===== src/rtl/sram_dec_pkg.sv =====
package sram_dec_pkg;

  localparam int NUM_BANKS  = 6;
  localparam int SWAP_BANK  = 2;  // moves between data and instruction space
  localparam int HI_FIRST   = 3;  // first bank of the upper data section

  typedef logic [NUM_BANKS-1:0][31:0] bank_bytes_t;

  typedef enum logic {
    MODE_DATA  = 1'b0,
    MODE_SPLIT = 1'b1
  } map_mode_e;

  function automatic logic [31:0] span(bank_bytes_t sz, int lo, int hi);
    logic [31:0] s;
    s = '0;
    for (int i = lo; i < hi; i++) s = s + sz[i];
    return s;
  endfunction

  function automatic logic [31:0] data_base(bank_bytes_t sz, logic [31:0] d0,
                                            logic [31:0] d1, int b);
    if (b < HI_FIRST) return d0 + span(sz, 0, b);
    return d1 + span(sz, HI_FIRST, b);
  endfunction

  // split layout: bank 2 then banks above bank 3 form the instruction region
  function automatic logic [31:0] split_base(bank_bytes_t sz, logic [31:0] ib,
                                             logic [31:0] d0, logic [31:0] d1,
                                             int b);
    if (b < SWAP_BANK) return d0 + span(sz, 0, b);
    if (b == SWAP_BANK) return ib;
    if (b == HI_FIRST) return d1;
    return ib + sz[SWAP_BANK] + span(sz, HI_FIRST + 1, b);
  endfunction

  function automatic int off_width(bank_bytes_t sz);
    logic [31:0] mx;
    mx = '0;
    for (int i = 0; i < NUM_BANKS; i++) if (sz[i] > mx) mx = sz[i];
    return $clog2(mx / 4);
  endfunction

endpackage


===== src/rtl/sram_mode_reg.sv =====
module sram_mode_reg
  import sram_dec_pkg::*;
(
  input  logic clk_i,
  input  logic rst_ni,
  input  logic we_i,
  input  logic wdata_i,
  output logic mode_o
);

  logic mode_q;

  always_ff @(posedge clk_i or negedge rst_ni) begin
    if (!rst_ni)   mode_q <= MODE_SPLIT;
    else if (we_i) mode_q <= wdata_i;
  end

  assign mode_o = mode_q;

endmodule


===== src/rtl/sram_bank_match.sv =====
module sram_bank_match #(
  parameter logic [31:0] BASE_DATA  = 32'h2000_0000,
  parameter logic [31:0] BASE_SPLIT = 32'h2000_0000,
  parameter logic [31:0] BYTES      = 32'h0000_2000,
  parameter int          OFF_W      = 12
) (
  input  logic [31:0]      addr_i,
  input  logic             en_i,
  input  logic             mode_i,
  output logic             hit_o,
  output logic [OFF_W-1:0] off_o
);

  logic [31:0] base;
  logic [31:0] delta;

  assign base  = mode_i ? BASE_SPLIT : BASE_DATA;
  // unsigned wrap makes addresses below base compare large
  assign delta = addr_i - base;
  assign hit_o = en_i && (delta < BYTES);
  assign off_o = hit_o ? delta[OFF_W+1:2] : '0;

endmodule


===== src/rtl/sram_hit_merge.sv =====
module sram_hit_merge #(
  parameter int NB    = 6,
  parameter int OFF_W = 12
) (
  input  logic                     valid_i,
  input  logic [NB-1:0]            hit_i,
  input  logic [NB-1:0][OFF_W-1:0] off_i,
  output logic [NB-1:0]            sel_o,
  output logic [OFF_W-1:0]         off_o,
  output logic                     mapped_o,
  output logic                     err_o
);

  // ranges are disjoint, so an OR of the gated offsets is exact
  always_comb begin
    off_o = '0;
    for (int i = 0; i < NB; i++) off_o = off_o | off_i[i];
  end

  assign sel_o    = hit_i;
  assign mapped_o = |hit_i;
  assign err_o    = valid_i && !mapped_o;

endmodule


===== src/rtl/sram_bank_decoder.sv =====
module sram_bank_decoder
  import sram_dec_pkg::*;
#(
  parameter logic [31:0] INSTR_BASE = 32'h1000_0000,
  parameter logic [31:0] DATA0_BASE = 32'h2000_0000,
  parameter logic [31:0] DATA1_BASE = 32'h2004_0000,
  parameter bank_bytes_t BANK_BYTES = {32'd4096, 32'd12288, 32'd16384,
                                       32'd16384, 32'd8192, 32'd8192},
  parameter int          CACHE_BANK = 5,
  parameter int          OFF_W      = off_width(BANK_BYTES)
) (
  input  logic                 clk_i,
  input  logic                 rst_ni,
  input  logic                 mode_we_i,
  input  logic                 mode_i,
  input  logic                 cache_en_i,
  input  logic                 valid_i,
  input  logic [31:0]          addr_i,
  output logic                 mode_o,
  output logic [NUM_BANKS-1:0] bank_sel_o,
  output logic [OFF_W-1:0]     offset_o,
  output logic                 mapped_o,
  output logic                 err_o
);

  logic                            mode;
  logic [NUM_BANKS-1:0]            bank_en;
  logic [NUM_BANKS-1:0]            bank_hit;
  logic [NUM_BANKS-1:0][OFF_W-1:0] bank_off;

  sram_mode_reg u_mode (
    .clk_i   (clk_i),
    .rst_ni  (rst_ni),
    .we_i    (mode_we_i),
    .wdata_i (mode_i),
    .mode_o  (mode)
  );

  for (genvar b = 0; b < NUM_BANKS; b++) begin : g_bank
    localparam logic [31:0] BD    = data_base(BANK_BYTES, DATA0_BASE, DATA1_BASE, b);
    localparam logic [31:0] BS    = split_base(BANK_BYTES, INSTR_BASE, DATA0_BASE,
                                               DATA1_BASE, b);
    localparam logic        GATED = (b == CACHE_BANK);

    assign bank_en[b] = valid_i && !(cache_en_i && GATED);

    sram_bank_match #(
      .BASE_DATA  (BD),
      .BASE_SPLIT (BS),
      .BYTES      (BANK_BYTES[b]),
      .OFF_W      (OFF_W)
    ) u_match (
      .addr_i (addr_i),
      .en_i   (bank_en[b]),
      .mode_i (mode),
      .hit_o  (bank_hit[b]),
      .off_o  (bank_off[b])
    );
  end

  sram_hit_merge #(
    .NB    (NUM_BANKS),
    .OFF_W (OFF_W)
  ) u_merge (
    .valid_i  (valid_i),
    .hit_i    (bank_hit),
    .off_i    (bank_off),
    .sel_o    (bank_sel_o),
    .off_o    (offset_o),
    .mapped_o (mapped_o),
    .err_o    (err_o)
  );

  assign mode_o = mode;

endmodule


===== config.mk =====
export PLATFORM = sky130hd
export DESIGN_NAME = sram_bank_decoder
export DESIGN_NICKNAME = d
export VERILOG_FILES = /design/src/rtl/sram_dec_pkg.sv /design/src/rtl/sram_mode_reg.sv /design/src/rtl/sram_bank_match.sv /design/src/rtl/sram_hit_merge.sv /design/src/rtl/sram_bank_decoder.sv
export SDC_FILE = /design/constraint.sdc
export NUM_CORES = 1
export LEC_CHECK = 0
export BUFFER_PORTS_ARGS = -buffer_cell sky130_fd_sc_hd__buf_2
export CAP_MARGIN = 20
export CELL_PAD_IN_SITES_DETAIL_PLACEMENT = 0
export CELL_PAD_IN_SITES_GLOBAL_PLACEMENT = 1
export CORE_MARGIN = 2
export CORE_UTILIZATION = 42
export DETAILED_ROUTE_END_ITERATION = 8
export GPL_TIMING_DRIVEN = 0
export PLACE_DENSITY = 0.84
export SLEW_MARGIN = 20
export SYNTH_ARGS = -nofsm -noshare
export SYNTH_HDL_FRONTEND = slang
export SYNTH_HIERARCHICAL = 1
export SYNTH_SLANG_ARGS = --single-unit

===== constraint.sdc =====
create_clock -name clk_i -period 5.19 [get_ports clk_i]
set_clock_uncertainty 0.05 [all_clocks]
set_input_delay 1.2975 -clock clk_i [delete_from_list [all_inputs] [get_ports clk_i]]
set_output_delay 1.2975 -clock clk_i [all_outputs]
set_load 0.01 [all_outputs]

* Word-level counts from Yosys, hierarchy flattened *
Index checks and enable logic that the tools add are counted.

storage, ports and cells
  bits of input ports = 38
  register bits after elaboration = 1
  output and inout bits = 21
  logic and storage cells = 38

cells by class
  reductions and logical operators = 11
  mux-type cells = 9
  add/sub/neg operators = 6
  bitwise gates (word level) = 5
  order comparisons = 6

operator list
  operator                                                                count
  32-bit by 14-bit < comparator with 1-bit output, second input constant  3
  32-bit by 30-bit subtractor with 32-bit output, second input constant   3
  32-bit subtractor                                                       3
  30-bit 2-to-1 mux                                                       3
  12-bit 2-to-1 mux                                                       6
  32-bit by 15-bit < comparator with 1-bit output, second input constant  2
  12-bit OR                                                               5
  32-bit by 13-bit < comparator with 1-bit output, second input constant  1
  1-bit logical AND                                                       8
  6-bit OR reduction                                                      1
  1-bit logical NOT                                                       2

* Longest topological paths before layout *
Gate-level depths: netlist (run 1).

  depth in word-level cells = 9
  mapped depth = 11

* By module *
The synthesis (run 1) kept the hierarchy.

modules (own cells, without submodules)
  module                                area each (µm²)  cells an instance  seq. area each (µm²)  instances
  sram_bank_match at g_bank[2].u_match  684.4            88                 0.0                   1
  sram_bank_match at g_bank[5].u_match  550.5            77                 0.0                   1
  sram_bank_match at g_bank[4].u_match  511.7            63                 0.0                   1
  sram_bank_match at g_bank[1].u_match  411.6            59                 0.0                   1
  sram_bank_match at g_bank[0].u_match  306.5            40                 0.0                   1
  sram_hit_merge                        236.5            46                 0.0                   1
  sram_bank_match at g_bank[3].u_match  227.7            31                 0.0                   1
  sram_mode_reg                         41.3             2                  26.3                  1
  sram_bank_decoder                     13.8             1                  0.0                   1

* Worst setup path before layout (run 1) *
OpenSTA, ideal clock, no wires.

  kind = input port to output port
  start point = in addr_i[18]
  end point = out err_o
  cell stages on the path = 8
  setup slack = 252 ps
  data arrival time = 3591 ps
  data required time = 3843 ps
  cell sequence = ha_1 -> or4_4 -> or4b_4 -> or4_4 -> buf_6 -> a211oi_1 -> nor2_1 -> and3_1

on the way
  longest elaborated chain between the ends = 6

ends and longest elaborated chain
  what                                             RTL line                 RTL
  start: declaration                               sram_bank_decoder.sv:18  input logic [31:0] addr_i,
  32-bit subtractor                                sram_bank_match.sv:19    assign delta = addr_i - base;
  32-bit by 14-bit < comparator with 1-bit output  sram_bank_match.sv:20    assign hit_o = en_i && (delta < BYTES);
  1-bit logical AND                                sram_bank_match.sv:20
  net bank_hit[4]                                  sram_bank_decoder.sv:28  logic [NUM_BANKS-1:0] bank_hit;
  6-bit OR reduction                               sram_hit_merge.sv:21     assign mapped_o = |hit_i;
  1-bit logical NOT                                sram_hit_merge.sv:22     assign err_o = valid_i && !mapped_o;
  1-bit logical AND                                sram_hit_merge.sv:22
  end: declaration                                 sram_bank_decoder.sv:23  output logic err_o

The timed path passes the listed nets, and every way through them passes these cells.

==> impl_metrics.ini, run 1 <==
[run_status]
outcome = finished with violations
failed_checks = setup timing

[floorplanning]
core_sq_mm = 0.006832
dieArea_sq_mm = 0.007795
die_h_um = 88.29
rows = 30
start_util_pct = 43.68
die_x_um = 88.29
io_pins = 59

[yosys]
synthTopCellsByCount = nand2_1, nor2_1, inv_1
synth_xor_area_share_pct = 2.935
synth-seq-cells = 1
synthCells = 407
synth_top_area_share_pct = 5.870
syn-num-nets = 459
synthMuxAreaShare_pct = 1.929
ys.flop_type = dfstp_2
synthTopCellsByArea = and4_1, ha_1, nor4_2, nor4_1, a2111oi_2
synthSimpleGateAreaFrac_pct = 58.36
synth-seq-area-share_pct = 0.8805
synthArstFlopShare_pct = 100.0
synth_compound_area_share_pct = 20.17
synth_top_area_cell = and4_1
synth_edf_count = 0
synthDistinctLibCells = 77
avgSynthCellArea_sq_um = 7.332
ys_warn_count = 6
synth_top_family_by_area = simple AND/OR/NAND/NOR gates
synth_area_sq_mm = 0.002984
synth_fa_ha_area_share_pct = 5.870

[critical_path]
crit_path_end = offset_o[10]
reg2reg_from = u_mode/mode_o
crit_arrival_ps = 3930
r2r_cells = 1
rrSetupSlack_ps = 4210
cp.required_ps = 3840
startpoint_type = input pin
path_class = in -> out
cp_max_fo = 16
crit_start = addr_i[13]
cp_common_cell = buf_4
worst_path_max_delay_cell = or4_1
endpoint_kind = output port
reg2reg_to = u_mode/mode_o
crit_chain = buf_6 -> ha_4 -> a2111oi_4 -> o21ai_2 -> or4_1 -> nand4_1 -> nor4_4 -> buf_4 -> buf_4 -> buf_4 -> and4b_1 -> nor4_2 -> nand2_1 -> buf_2
cp_slowest_stage_delay_ps = 440

[pwr]
worst_ir_drop_vdd_mv = 0.07443
p_per_area_mw_per_mm2 = 69.94
leakagePower_nw = 1.477
total_power_uw = 273.4

[detailed_routing]
met2WireLength_mm = 5.186
remaining_drc_errors = 0
drt_wl_total_mm = 10.69
dr.pass1.iters = 5
vias = 3696
wl_met3_um = 556
top_layer_used = met4
wl_per_cell_um = 18.59
m1WireLength_mm = 4.910
via_per_inst = 6.428
drt-initial-drc-count = 381
ant_nets = 0

[global_route]
grt_pass1_vias = 3246
grt_pass1_wl_mm = 16.68
globalRouteTotalUtil_pct = 26.35
grt_max_degree = 23
grt_antenna_before_repair = 0
gr-total-overflow = 0

[placed_design]
place.detailed.hpwl_mm = 7.111
place_ws_ps = -391.0
dpl_cell_area_sq_mm = 0.003385
gp_congestion = 0.9240
io_buffers = 56
placedCellCount = 559

[finish]
multi_input_area_sq_mm = 0.002930
finalNetCount = 533
diodes = 0
seq_area_sq_um = 26.28
stdcell_area_sq_mm = 0.003909
final_util_pct = 57.22
fillers = 666
final_cells = 575
largest_reg_flops = 1
drive_gt1_share_pct = 38.41
areaGrowthSynthToFinish_pct = 30.99

[timing]
slew_violations = 0
fin_crit_sh_pct = 101.8
hold_viol = 0
fin_ws_ps = -91.11
fin_tns_setup_ps = -208.3
tightest_slew_ps = 597.3
fmax_mhz = 189.4
fin_crit_ps = 5281
hold_slack_ps = 684.4
setup_violations = 4
max_slew_margin_pct = 59.84
rsz0062_at_grt = yes

[job]
cap_violations = 0

[clocking]
clk_pin_slew_worst_paths_ps = 0
holdBufCountCts = 0
clk_latency_ps = 0

[min_path]
min_path_type = reg -> reg
-- cells by family after synthesis --
kind of cell / after synthesis
simple gates: 254
compound gates: 68
buf+inv: 53
fa+ha+maj: 14
xor+xnor: 10
mux: 5
other cells: 2
flops: 1
-- worst max-delay path, delay by kind of cell --
kind	cells	cell delay (ps)
AOI/OAI and AO/OA	2	530
adders and majority gates	1	180
buffers and inverters	5	690
and+or+nand+nor	6	1220
-- worst min path at each step --
stage / cells after the start / end / start
after floorplan: 1 / u_mode/mode_o / u_mode/mode_o
after global placement: 1 / u_mode/mode_o / u_mode/mode_o
after detailed placement: 1 / u_mode/mode_o / u_mode/mode_o
after CTS: 1 / u_mode/mode_o / u_mode/mode_o
after global routing: 1 / u_mode/mode_o / u_mode/mode_o
final: 1 / u_mode/mode_o / u_mode/mode_o
-- layout by cell type, fill, tap and decap left out, types with 7 or more instances in the layout --
master	instances
buf_2	50
nor4_2	17
inv_1	23
nor4b_1	9
nand3_1	18
nor4_1	15
nor2b_1	7
ha_1	10
nor3_2	12
and3_1	15
buf_4	24
a2111oi_2	7
nand2_1	35
nor2_1	34
nand4_1	11
o21ai_0	11
buf_6	12
nor4_4	7
and4_1	20
nor3_1	11
a21oi_1	10
-- power by group --
part | leakage, nW | switching (mW) | internal, mW | total (mW)
Combinational | 1.47 | 0.164 | 0.0971 | 0.261
Sequential | 0.0105 | 0.00333 | 0.00942 | 0.0127
Clock | 0 | 0 | 0 | 0
Total | 1.48 | 0.167 | 0.106 | 0.273
-- routing by layer --
| metal | vias up | global-route usage (%) |
|---|---|---|
| li1 | 1749 | - |
| met1 | 1801 | 38.92 |
| met2 | 138 | 43.54 |
| met3 | 8 | 1.119 |
| met4 | 0 | 3.581 |
| met5 | - | 0 |
-- area by class of cell --
| class | instances | share of cell area (%) |
|---|---|---|
| multi-input combinational | 353 | 74.97 |
| timing repair buffer | 72 | 12.96 |
| buffer | 30 | 6.114 |
| tap | 96 | 3.073 |
| inverter | 23 | 2.209 |
| sequential | 1 | 0.6722 |
-- repair_timing --
item                       CTS  global route
setup endpoints to repair   17            17
resized for setup           43            49
setup buffers                4             9
pin swaps                    6            14
gates cloned                 1             2
Power figures use the tool's default switching activity.
==> run 2, diff against run 1 <==
Settings changed: ABC_AREA set to 1, CORE_UTILIZATION 42 to 40.
==> run 2 against run 1 <==
  * The run now ends clean
  * Global-route usage shrank 5.2 points
  * Largest cell class unchanged
  * Fmax grew 7.2%
  * Hold slack lost 160 ps
  * Final cell count grew 78%
  * Largest power group unchanged
  * Via count grew 28%
  * Setup slack gained 360 ps
  * Power grew 11%
  * Sequential power shrank 4%
  * First-iteration DRC count shrank 49%
  * Combinational power grew 12%
==> impl_metrics.ini, run 2 <==
[run_status]
outcome = complete, no violations

[timing]
slew_violations = 0
hold_viol = 0
setup_violations = 0
fin_tns_setup_ps = 0
fmax_mhz = 203.0
fin_crit_ps = 4926
rsz0062_at_grt = no
fin_crit_sh_pct = 94.91

[pwr]
p_per_area_mw_per_mm2 = 65.58
worst_ir_drop_vdd_mv = 0.06098
leakagePower_nw = 2.522

[critical_path]
crit_chain = buf_2 -> ha_1 -> inv_2 -> nor2_4 -> nand2_1 -> nand2_1 -> nor2_2 -> nand3_1 -> nand2_1 -> nand2_1 -> nor2_1 -> nand3_2 -> buf_6 -> nor2_2 -> nor2_1 -> nand3_2 -> nor2_2 -> buf_2
cp_max_fo = 11
cp_common_cell = nand2_1
worst_path_max_delay_cell = ha_1
cp.required_ps = 3840
path_class = in -> out
endpoint_kind = output port
r2r_cells = 2
cp_slowest_stage_delay_ps = 360
crit_arrival_ps = 3580
startpoint_type = input pin

[floorplanning]
die_x_um = 106.4
dieArea_sq_mm = 0.01131
rows = 37
io_pins = 59
core_sq_mm = 0.01023
start_util_pct = 40.97
die_h_um = 106.4

[finish]
final_common_cell = nand2_1
diodes = 0
final_cells = 1021
areaGrowthSynthToFinish_pct = 10.81
largest_reg_flops = 1
drive_gt1_share_pct = 26.89
mostFrequentLayoutCells = nand2_1, inv_1, nor2_1, nor2_2, nand3_1
finalNetCount = 939

[detailed_routing]
ant_nets = 0
dr.pass1.iters = 4
drt_wl_total_mm = 11.73
via_per_inst = 4.637
remaining_drc_errors = 0
wl_per_cell_um = 11.49
vias = 4734
drt-initial-drc-count = 196

[yosys]
synth_top_area_share_pct = 16.93
ys.flop_type = dfstp_2
synthTopCellsByCount = nand2_1, inv_1, nor2_1
synthSimpleGateAreaFrac_pct = 70.33
avgSynthCellArea_sq_um = 5.056
synth_edf_count = 0
ys_warn_count = 6
synth_top_area_cell = nand2_1
syn-num-nets = 881
synth_area_sq_mm = 0.004192
synthTopCellsByArea = nand2_1, inv_1, nor2_1, nor2_2, nand3_1
synth-seq-area-share_pct = 0.6269
synth_fa_ha_area_share_pct = 4.179
synth_compound_area_share_pct = 4.119
synthArstFlopShare_pct = 100.0
synthMuxAreaShare_pct = 0
synth_most_common_cell = nand2_1
synthDistinctLibCells = 30
synth-seq-cells = 1
synth_top_family_by_area = simple AND/OR/NAND/NOR gates
synth_xor_area_share_pct = 0.4179
synthCells = 829

[global_route]
use_met3_pct = 0.2452
grt.busiest_layer = met2
use_met1_pct = 29.00
grt_pass1_wl_mm = 20.29
grt_antenna_before_repair = 0
grt_pass1_vias = 4416
gr-total-overflow = 0
globalRouteTotalUtil_pct = 21.20
grt.met2_usage_pct = 38.51
grt_max_degree = 21

[placed_design]
io_buffers = 56
placedCellCount = 1021
place.detailed.hpwl_mm = 9.009
gp_congestion = 0.8720

[clocking]
cts_setup_buffers = 0
clk_latency_ps = 0
clk_pin_slew_worst_paths_ps = 0

[min_path]
hold_depth = 2
min_path_type = reg -> reg

[job]
cap_violations = 0
run 2: cell type report:
type / count / area (sq um)
tap: 136 / 170.2
inverter: 182 / 683.2
sequential: 1 / 26.28
fill: 1159 / 5587
timing repair buffer: 56 / 280.3
buffer: 17 / 161.4
multi-input combinational: 629 / 3323
run 2: cells by family after synthesis:
group           after synthesis
simple gates                580
buf+inv                     199
compound gates               31
fa+ha+maj                    14
xor+xnor                      2
other cells                   2
flops                         1
run 2: final timing paths:
check                                end          start  slack [ps]
hold reg to reg            u_mode/mode_o  u_mode/mode_o         530
hold / removal             u_mode/mode_o  u_mode/mode_o         530
max in group asynchronous  u_mode/mode_o         rst_ni        3890
setup reg to reg           u_mode/mode_o  u_mode/mode_o        4260
setup / recovery                   err_o     addr_i[18]         260
min in group asynchronous  u_mode/mode_o         rst_ni        1180
run 2: report_power, final:
part           internal [mW]  switching (mW)  leakage [nW]
registers            0.00925         0.00299        0.0105
clock network              0               0             0
logic                 0.0937           0.199          2.51
total                  0.103           0.202          2.52
run 2: repair_timing:
action                                  4_1_cts  5_1_grt
hold buffers                                  0        0
endpoints found under the setup margin        0        1
resized for setup                             0        1
hold endpoints to repair                      0        0
run 2: layer usage:
layer,vias to the layer above,share of wire (%),wire [um]
met1,2012,49,5763
met5,-,0,0
li1,2619,-,-
met2,90,46,5417
met3,13,3.5,406
met4,0,1.2,141
run 2: metrics by stage:
step	total power [mW]	setup WS [ps]	cell area, sq um	utilization [%]	hold slack, ps
2_1_floorplan	0.2099	803.9	4192	-	474.0
3_3_place_gp	0.3028	231.8	4642	45.37	521.3
3_5_place_dp	0.3035	211.0	4642	45.37	522.3
4_1_cts	0.3045	200.4	4642	45.37	522.6
5_1_grt	0.3474	11.55	4644	45.40	581.8
6_report	0.3046	264.2	4644	45.40	528.7
run 2: worst max-delay path, delay by kind of cell:
| family | cells | cell delay, ps |
|---|---|---|
| fa+ha+maj | 1 | 360 |
| buf+inv | 4 | 740 |
| simple gates | 13 | 1170 |
